## config.mk

```make
export PLATFORM = sky130hd
export DESIGN_NAME = rate_interleaver
export DESIGN_NICKNAME = d
export VERILOG_FILES = /design/src/rtl/ilv_pkg.sv /design/src/rtl/ilv_rate_ctl.sv /design/src/rtl/ilv_scatter.sv /design/src/rtl/rate_interleaver.sv
export SDC_FILE = /design/constraint.sdc
export NUM_CORES = 1
export LEC_CHECK = 0
export BUFFER_PORTS_ARGS = -buffer_cell sky130_fd_sc_hd__buf_2
export CAP_MARGIN = 20
export CORE_ASPECT_RATIO = 1.2
export CORE_MARGIN = 1
export CORE_UTILIZATION = 40
export CTS_CLUSTER_SIZE = 28
export DETAILED_ROUTE_END_ITERATION = 8
export SLEW_MARGIN = 20
export SYNTH_ARGS = -nofsm -noshare
export SYNTH_HDL_FRONTEND = slang
export SYNTH_SLANG_ARGS = --single-unit
```

## constraint.sdc

```tcl
create_clock -name clk_i -period 2.6 [get_ports clk_i]
set_input_delay 0.52 -clock clk_i [delete_from_list [all_inputs] [get_ports clk_i]]
set_output_delay 0.52 -clock clk_i [all_outputs]
set_load 0.01 [all_outputs]
```

## src/rtl/ilv_pkg.sv

```systemverilog
package ilv_pkg;
  function automatic int unsigned grp_len(input int unsigned m);
    return 32'd1 << m;
  endfunction

  function automatic int unsigned lane_cnt(input int unsigned w, input int unsigned m);
    return w >> m;
  endfunction
endpackage

```

## src/rtl/ilv_rate_ctl.sv

```systemverilog
module ilv_rate_ctl #(
  parameter int MODE_W       = 2,
  parameter int MAX_RATE_LOG = 2,
  parameter int PH_W         = 2
) (
  input  logic              clk_i,
  input  logic              rst_ni,
  input  logic [MODE_W-1:0] mode_i,
  output logic [MODE_W-1:0] mode_eff_o,
  output logic              restart_o,
  output logic [PH_W-1:0]   phase_o,
  output logic              last_o
);
  logic [MODE_W-1:0] mode_q;
  logic [PH_W-1:0]   phase_q;
  logic [PH_W-1:0]   last_ph;

  // codes beyond the deepest mode fall back to the base mode
  assign mode_eff_o = (mode_i > MODE_W'(MAX_RATE_LOG)) ? '0 : mode_i;
  assign restart_o  = (mode_eff_o != mode_q);
  assign phase_o    = restart_o ? '0 : phase_q;
  assign last_ph    = PH_W'(ilv_pkg::grp_len(32'(mode_eff_o)) - 32'd1);
  assign last_o     = (phase_o == last_ph);

  always_ff @(posedge clk_i or negedge rst_ni) begin
    if (!rst_ni) begin
      mode_q  <= '0;
      phase_q <= '0;
    end else begin
      mode_q  <= mode_eff_o;
      phase_q <= last_o ? '0 : phase_o + PH_W'(1);
    end
  end
endmodule

```

## src/rtl/ilv_scatter.sv

```systemverilog
module ilv_scatter #(
  parameter int CH_W         = 16,
  parameter int MAX_RATE_LOG = 2,
  parameter int MODE_W       = 2,
  parameter int PH_W         = 2
) (
  input  logic [CH_W-1:0]   smp_i,
  input  logic [MODE_W-1:0] mode_eff_i,
  input  logic [PH_W-1:0]   phase_i,
  output logic [CH_W-1:0]   bits_o,
  output logic [CH_W-1:0]   mask_o
);
  localparam int MODES = MAX_RATE_LOG + 1;

  logic [MODES-1:0][CH_W-1:0] bits_m;
  logic [MODES-1:0][CH_W-1:0] mask_m;

  for (genvar m = 0; m < MODES; m++) begin : g_mode
    localparam int N     = ilv_pkg::grp_len(m);
    localparam int LANES = ilv_pkg::lane_cnt(CH_W, m);
    for (genvar c = 0; c < LANES; c++) begin : g_lane
      for (genvar k = 0; k < N; k++) begin : g_slot
        assign bits_m[m][c*N+k] = smp_i[c];
        assign mask_m[m][c*N+k] = (phase_i == PH_W'(k));
      end
    end
  end

  always_comb begin
    bits_o = '0;
    mask_o = '0;
    for (int i = 0; i < MODES; i++) begin
      if (mode_eff_i == MODE_W'(i)) begin
        bits_o = bits_m[i];
        mask_o = mask_m[i];
      end
    end
  end
endmodule

```

## src/rtl/rate_interleaver.sv

```systemverilog
module rate_interleaver #(
  parameter int CH_W         = 16,
  parameter int MAX_RATE_LOG = 2,
  parameter int MODE_W       = 2
) (
  input  logic              clk_i,
  input  logic              rst_ni,
  input  logic [MODE_W-1:0] mode_i,
  input  logic [CH_W-1:0]   smp_i,
  output logic [CH_W-1:0]   word_o,
  output logic              vld_o
);
  localparam int PH_W = (MAX_RATE_LOG > 0) ? MAX_RATE_LOG : 1;

  logic [MODE_W-1:0] mode_eff;
  logic              restart;
  logic [PH_W-1:0]   phase;
  logic              last;
  logic [CH_W-1:0]   bits, mask, acc_q, merged;

  ilv_rate_ctl #(
    .MODE_W(MODE_W), .MAX_RATE_LOG(MAX_RATE_LOG), .PH_W(PH_W)
  ) u_ctl (
    .clk_i(clk_i), .rst_ni(rst_ni), .mode_i(mode_i),
    .mode_eff_o(mode_eff), .restart_o(restart),
    .phase_o(phase), .last_o(last)
  );

  ilv_scatter #(
    .CH_W(CH_W), .MAX_RATE_LOG(MAX_RATE_LOG), .MODE_W(MODE_W), .PH_W(PH_W)
  ) u_scatter (
    .smp_i(smp_i), .mode_eff_i(mode_eff), .phase_i(phase),
    .bits_o(bits), .mask_o(mask)
  );

  // slot 0 opens a clean word; later slots fill their own bit positions
  assign merged = (((phase == '0) ? '0 : acc_q) & ~mask) | (bits & mask);

  always_ff @(posedge clk_i or negedge rst_ni) begin
    if (!rst_ni) begin
      acc_q  <= '0;
      word_o <= '0;
      vld_o  <= 1'b0;
    end else begin
      acc_q <= merged;
      vld_o <= last;
      if (last) word_o <= merged;
    end
  end
endmodule

```

==> results of run 1 <==
## critical path: stages
cell,delay (ns)
buf_2,0.11
inv_1,0.05
ha_1,0.22
xor2_1,0.19
nor3_2,0.28
buf_4,0.16
buf_4,0.09
ha_1,0.18
a2bb2oi_4,0.24
mux2_4,0.33
mux2_2,0.27
## flip-flops by register name, summed over array words and instances (netlist names)
name and count:
u_ctl.phase_q 2, acc_q 16, u_ctl.mode_q 2, word_o 16, vld_o 1
## what timing repair did
item / 4_1_cts / 5_1_grt
setup buffers: 0 / 1
endpoints found under the setup margin: 0 / 3
resized for setup: 0 / 1
hold buffers: 0 / 0
## power breakdown
| group | switching (W) | internal [W] |
|---|---|---|
| Combinational | 0.000342 | 0.000389 |
| Clock | 0.000192 | 0.000210 |
| Sequential | 0.0000711 | 0.000741 |
## per-stage QoR
step	util	hold WS [ns]	area [um2]
5_1_grt	0.523	0.388	2450
3_3_place_gp	0.503	0.476	2360
6_report	0.523	0.312	2450
3_5_place_dp	0.503	0.479	2360
4_1_cts	0.521	0.349	2450
2_1_floorplan	-	0.224	2060
## worst min path at each step
| stage | start | to | slack [ns] | cells after the start |
|---|---|---|---|---|
| floorplan | rst_ni | acc_q[0] | 0.22 | 0 |
| global placement | acc_q[12] | acc_q[12] | 0.48 | 1 |
| detailed placement | acc_q[12] | acc_q[12] | 0.48 | 1 |
| CTS | rst_ni | acc_q[15] | 0.35 | 1 |
| global route | rst_ni | acc_q[15] | 0.39 | 1 |
| finish | rst_ni | acc_q[15] | 0.31 | 1 |
## placed cells by master, fill, tap and decap left out, drive strengths merged, types with 2 or more instances in the layout
master / instances
buf: 53
dfrtp: 37
mux2: 21
nor2b: 11
a21oi: 11
inv: 10
nand3b: 9
clkbuf: 7
o22a: 6
ha: 6
nand2: 5
o21ai: 5
nand3: 3
nor2: 3
a32o: 3
a31oi: 3
xor2: 2
xnor2: 2
a21o: 2
a21boi: 2
nand2b: 2
o2bb2ai: 2
o32ai: 2
a2bb2oi: 2
## kinds of logic after synthesis
family / count (synthesis) / share of synthesized area
AND/OR/NAND/NOR: 37 / 0.114
adder cells (fa/ha/maj): 6 / 0.0377
AO/OA/AOI/OAI: 46 / 0.174
flip-flops: 37 / 0.465
multiplexers: 22 / 0.139
buffers and inverters: 21 / 0.0522
XOR/XNOR: 4 / 0.0176
## layout make-up
cell class | instances | area [um2] | area share
inverter | 10 | 37.5 | 0.0153
sequential | 37 | 926 | 0.377
clock buffer | 7 | 86.3 | 0.0352
timing repair buffer | 53 | 320 | 0.130
multi-input combinational | 115 | 1010 | 0.412
tap | 58 | 72.6 | 0.0296
## layer usage
layer  share of wire  up-vias  global-route usage
li1                -      722                   -
met1            0.44      714               0.224
met2            0.53       19               0.326
met3           0.024        4              0.0374
met4           0.010        0              0.0660
met5               0        -                   0
==> out/results.ini, run 1 <==
[status]
status=completed

[critical_path]
startpoint_type=primary input
endpoint=word_o[15]
required_ns=2.77
reg2reg_slack_ns=0.36
r2r-end=word_o[15]
cp-startpoint=mode_i[1]
critPathCaptureType=flip-flop
worst-r2r-cell-count=8
crit_arrival_ns=2.65
path_max_fanout=4
r2r-start=u_ctl.mode_q[1]
crit_type=primary input to flip-flop

[detailed_routing]
wl_per_cell_um=15.8
num_vias=1459
drc=0
routed_wl_um=4430
routed_via_density=5.21
drt_iter0_drc=21
ant_nets=0
dr.pass1.iters=4

[floorplan]
num_rows=27
die_h_um=79.3
coreArea_um2=4700
start_util=0.424
die_w_um=66.4
ios=37
die_area_um2=5260

[logic_synthesis]
netlist_top_cells_count=dfrtp_1, mux2_2, a21oi_1, nor2b_1, inv_1
yosysTopAreaCell=dfrtp_1
ys_warn_count=0
syn_inst=173
synthMostInstantiatedCell=dfrtp_1
synth.yosys.seq_area_share=0.465
synth_area_um2=1990
synth_top_cell_area_share=0.465
synthTopCellsByArea=dfrtp_1, mux2_2, mux2_4
synth_fp_nets=199
syn_area_per_cell_um2=11.5
synth-main-ff-cell=dfrtp_1
synth_cell_types=40
synth_edf_count=0
ys_async_sr_fraction=1.00
ys_ff_latch=37

[final_layout]
layoutNonFillerInstCount=280
antenna_cells=0
nets=248
nFillCells=420
drive_above_1_share=0.396
synthToLayoutAreaGrowth_pct=23.4

[placement]
dp_slack_ns=-0.132
placedCellCount=272
dp.final_hpwl_um=3270
gp_congestion=0.814
port_buffers=36

[power]
ir_drop_v=0.000423
power.leakage_nw=1.20
power.density_nw_per_um2=793
power_w=0.00195

[sta]
skew_ns=0.00774
rsz0062_at_grt=false
setup_viol=0
hold_viol=0
fmax_ghz=0.405
tns_ns=0
worst_pin_slew_ns=0.794
fin_crit_ns=2.47
post-route-period-util=0.950
drv_slew=0
finalWorstSetupSlack_ns=0.129
slew-limit-headroom=0.471

[global_routing]
grt_max_degree=38
overflow=0
grt_pass1_wl_um=7310
grt_pass1_vias=1550
antenna_found_initial=0
track_usage=0.187

[clocking]
clkSinkCount=37
htreeDepth=2
cts_buffers=5
clockBufferDepth=2
path_clk_slew_ns=0.07
cts_root_buf=clkbuf_8
tritoncts=yes
clock_latency_ns=0.29

[run]
drv_cap=0

[hold_path]
hold_path.class=primary input to async pin

Power figures use the tool's default switching activity.
==> run 2: changes to the inputs <==
SYNTH_HIERARCHICAL = 1   (was default)
==> run 2 against run 1 <==
Worst setup slack improved by 0.12 ns. Global-route usage decreased by 1.3 points. Sequential power decreased by 0.5%. Synthesized cell count increased by 21%. Worst hold slack improved by 0.021 ns. Total power decreased by 7.3%.
==> out/results.ini, run 2 <==
[sta]
fin_crit_ns=2.35  ; -0.120 ns
setup_viol=0  ; unchanged
timing.hold.ws_ns=0.332  ; +0.0207 ns
rsz0062_at_grt=false
drv_slew=0  ; unchanged
finalWorstSetupSlack_ns=0.249  ; +0.120 ns
worst_pin_slew_ns=0.848  ; +0.0546 ns
skew_ns=0.00715  ; -0.000595 ns
fmax_ghz=0.425  ; +5.1%
post-route-period-util=0.904  ; -0.0462
hold_viol=0  ; unchanged
tns_ns=0  ; unchanged
slew-limit-headroom=0.434  ; -0.0364

[global_routing]
grt_pass1_vias=1526  ; -1.5%
grt_max_degree=38  ; unchanged
antenna_found_initial=0  ; unchanged
grt_pass1_wl_um=7170  ; -1.9%
track_usage=0.174  ; -0.0127
overflow=0  ; unchanged

[logic_synthesis]
syn_inst=209  ; +21%
synth-main-ff-cell=dfrtp_1
synth_fp_nets=231  ; +16%
ys_async_sr_fraction=1.00  ; unchanged
ys_ff_latch=37  ; unchanged
syn_area_per_cell_um2=10.2  ; -11%
synth_edf_count=0  ; unchanged
synth_cell_types=32  ; -20%
netlist_top_cells_count=dfrtp_1, nand2_1, a31oi_1, nor2_1, mux2i_1
yosysTopAreaCell=dfrtp_1
synthTopCellsByArea=dfrtp_1, nand3b_4, mux2i_1
synth_area_um2=2140  ; +7.4%
synth.yosys.seq_area_share=0.433  ; -0.0322
ys_warn_count=6  ; +6
synth_top_cell_area_share=0.433  ; -0.0322
synthMostInstantiatedCell=dfrtp_1

[detailed_routing]
drt-met1-wl_um=2020  ; +4.6%
routed_wl_um=4220  ; -4.8%
num_vias=1562  ; +7.1%
ant_nets=0  ; unchanged
met3_length_um=220  ; +100%
drc=0  ; unchanged
routed_via_density=5.17  ; -0.74%
wl_per_cell_um=14.0  ; -12%
dr.pass1.iters=4  ; unchanged
dr_wl_met2_um=1920  ; -18%
top_layer=met4
drt_iter0_drc=49  ; +130%

[critical_path]
required_ns=2.76  ; about the same
crit_buf_inv=2  ; -2
reg2reg_slack_ns=0.45  ; +0.09 ns
path_max_fanout=8  ; +4
crit_type=primary input to flip-flop
startpoint_type=primary input
critPathCaptureType=flip-flop
cp_slowest_cell=o21ai_0
critPathMaxStageDelay_ns=0.58  ; +0.25 ns
path_delay_family=simple AND/OR/NAND/NOR gates
crit_chain=buf_2 > inv_1 > ha_1 > xor2_1 > or2_2 > nor2_1 > or2_2 > o21ai_0 > nand3b_4 > a31oi_1
crit_arrival_ns=2.51  ; -0.14 ns
cpMostUsedCell=or2_2

[clocking]
clkSinkCount=37  ; unchanged
cts_setup_buffers=0  ; unchanged
tritoncts=yes
ctsHoldBuffers=0  ; unchanged
cts_buffers=5  ; unchanged
cts_root_buf=clkbuf_8
clock_latency_ns=0.29  ; about the same
path_clk_slew_ns=0.07  ; about the same
htreeDepth=2  ; unchanged
clockBufferDepth=2  ; unchanged
ctsResizeCount=0  ; unchanged

[status]
status=completed

[final_layout]
final_area_um2=2390  ; -2.5%
drive_above_1_share=0.289  ; -0.107
synthToLayoutAreaGrowth_pct=12.0
antenna_cells=0  ; unchanged
final_common_cell=dfrtp_1
final_util=0.474  ; -0.0483
nets=263  ; +6.0%
final_cell_mix=dfrtp_1, buf_2, nand2_1
layout_top_registers=acc_q: 16 flops, word_o: 16 flops

[floorplan]
die_h_um=82.1  ; +3.6%
die_w_um=68.7  ; +3.5%
ios=37  ; unchanged
die_area_um2=5640  ; +7.2%
start_util=0.424  ; about the same
coreArea_um2=5040  ; +7.4%
num_rows=28  ; +3.7%

[placement]
port_buffers=36  ; unchanged
post_dp_cell_area_um2=2310  ; -2.1%
dp_slack_ns=-0.0867  ; +0.0457 ns
gp_congestion=0.845  ; +3.7%
dp.final_hpwl_um=3020  ; -7.6%

[run]
drv_cap=0  ; unchanged

[power]
power.density_nw_per_um2=754  ; -4.9%
power.leakage_nw=1.31  ; +9.3%
ir_drop_v=0.000323  ; -24%

[hold_path]
hold_path.class=primary input to async pin

==> run 2: changes by cell type in the layout (fill, tap and decap cells not counted), moves of 6 or more <==
cell	before	now
a21oi_1	11	3
a31oi_1	3	18
mux2i_1	1	15
inv_1	10	3
nand3b_4	0	10
o21ai_1	1	10
mux2_2	9	0
nand2_1	5	33
mux2_4	12	0
nor2b_1	11	0
nor2_1	3	18
o22a_1	6	0
==> run 2: per-layer routing <==
layer,global-route usage,up-vias
li1,-,784
met1,0.229,728
met4,0.0551,0
met5,0,-
met3,0.0403,6
met2,0.279,44
==> run 2: power by group <==
group	internal, W	switching, W	total [W]
sequential	0.000725	0.0000835	0.000808
combinational	0.000271	0.000332	0.000603
clock	0.000186	0.000207	0.000392
total	0.00118	0.000622	0.00180
==> run 2: worst reg2reg max path, stage by stage, from the launching register on <==
cell and delay [ns]:
dfrtp_1 0.39, xor2_1 0.15, or2_2 0.16, nor2_1 0.09, or2_2 0.30, o21ai_0 0.58, nand3b_4 0.27, a31oi_1 0.09
==> run 2: through the flow <==
stage                     std cells  total power (W)
after floorplan                 209          0.00126
after global routing            302          0.00194
final                           302          0.00180
after CTS                       302          0.00183
after detailed placement        294          0.00143
after global placement          294          0.00143
==> run 2: worst paths after layout <==
check,cells past startpoint,endpoint,start
worst min-delay path,1,word_o[9],rst_ni
min in group clk_i,2,acc_q[1],acc_q[1]
worst max register to register,7,word_o[7],u_ctl/mode_q[1]
worst max-delay path,10,word_o[7],mode_i[0]
worst min register to register,2,acc_q[1],acc_q[1]
max in group asynchronous,1,u_ctl/mode_q[0],rst_ni
==> run 2: kinds of logic (layout without fill, tap and decap cells) <==
family                     after synthesis  in the layout  share of synthesized area
adders and majority gates                2              2                     0.0117
AOI/OAI and AO/OA                       44             44                      0.120
DFF                                     37             37                      0.433
and+or+nand+nor                         80             80                      0.251
xor gates and xnor gates                 4              4                     0.0164
muxes                                   15             15                     0.0703
buffers and inverters                   27             60                     0.0972
==> run 2: layout make-up <==
type / instances / area (um2)
clock buffers: 6 / 72.6
clock inverters: 2 / 10.0
fillers: 514 / 2650
inverters: 4 / 15.0
multi-input cells: 145 / 1010
flip-flops and latches: 37 / 926
well taps: 60 / 75.1
repair buffers: 48 / 283
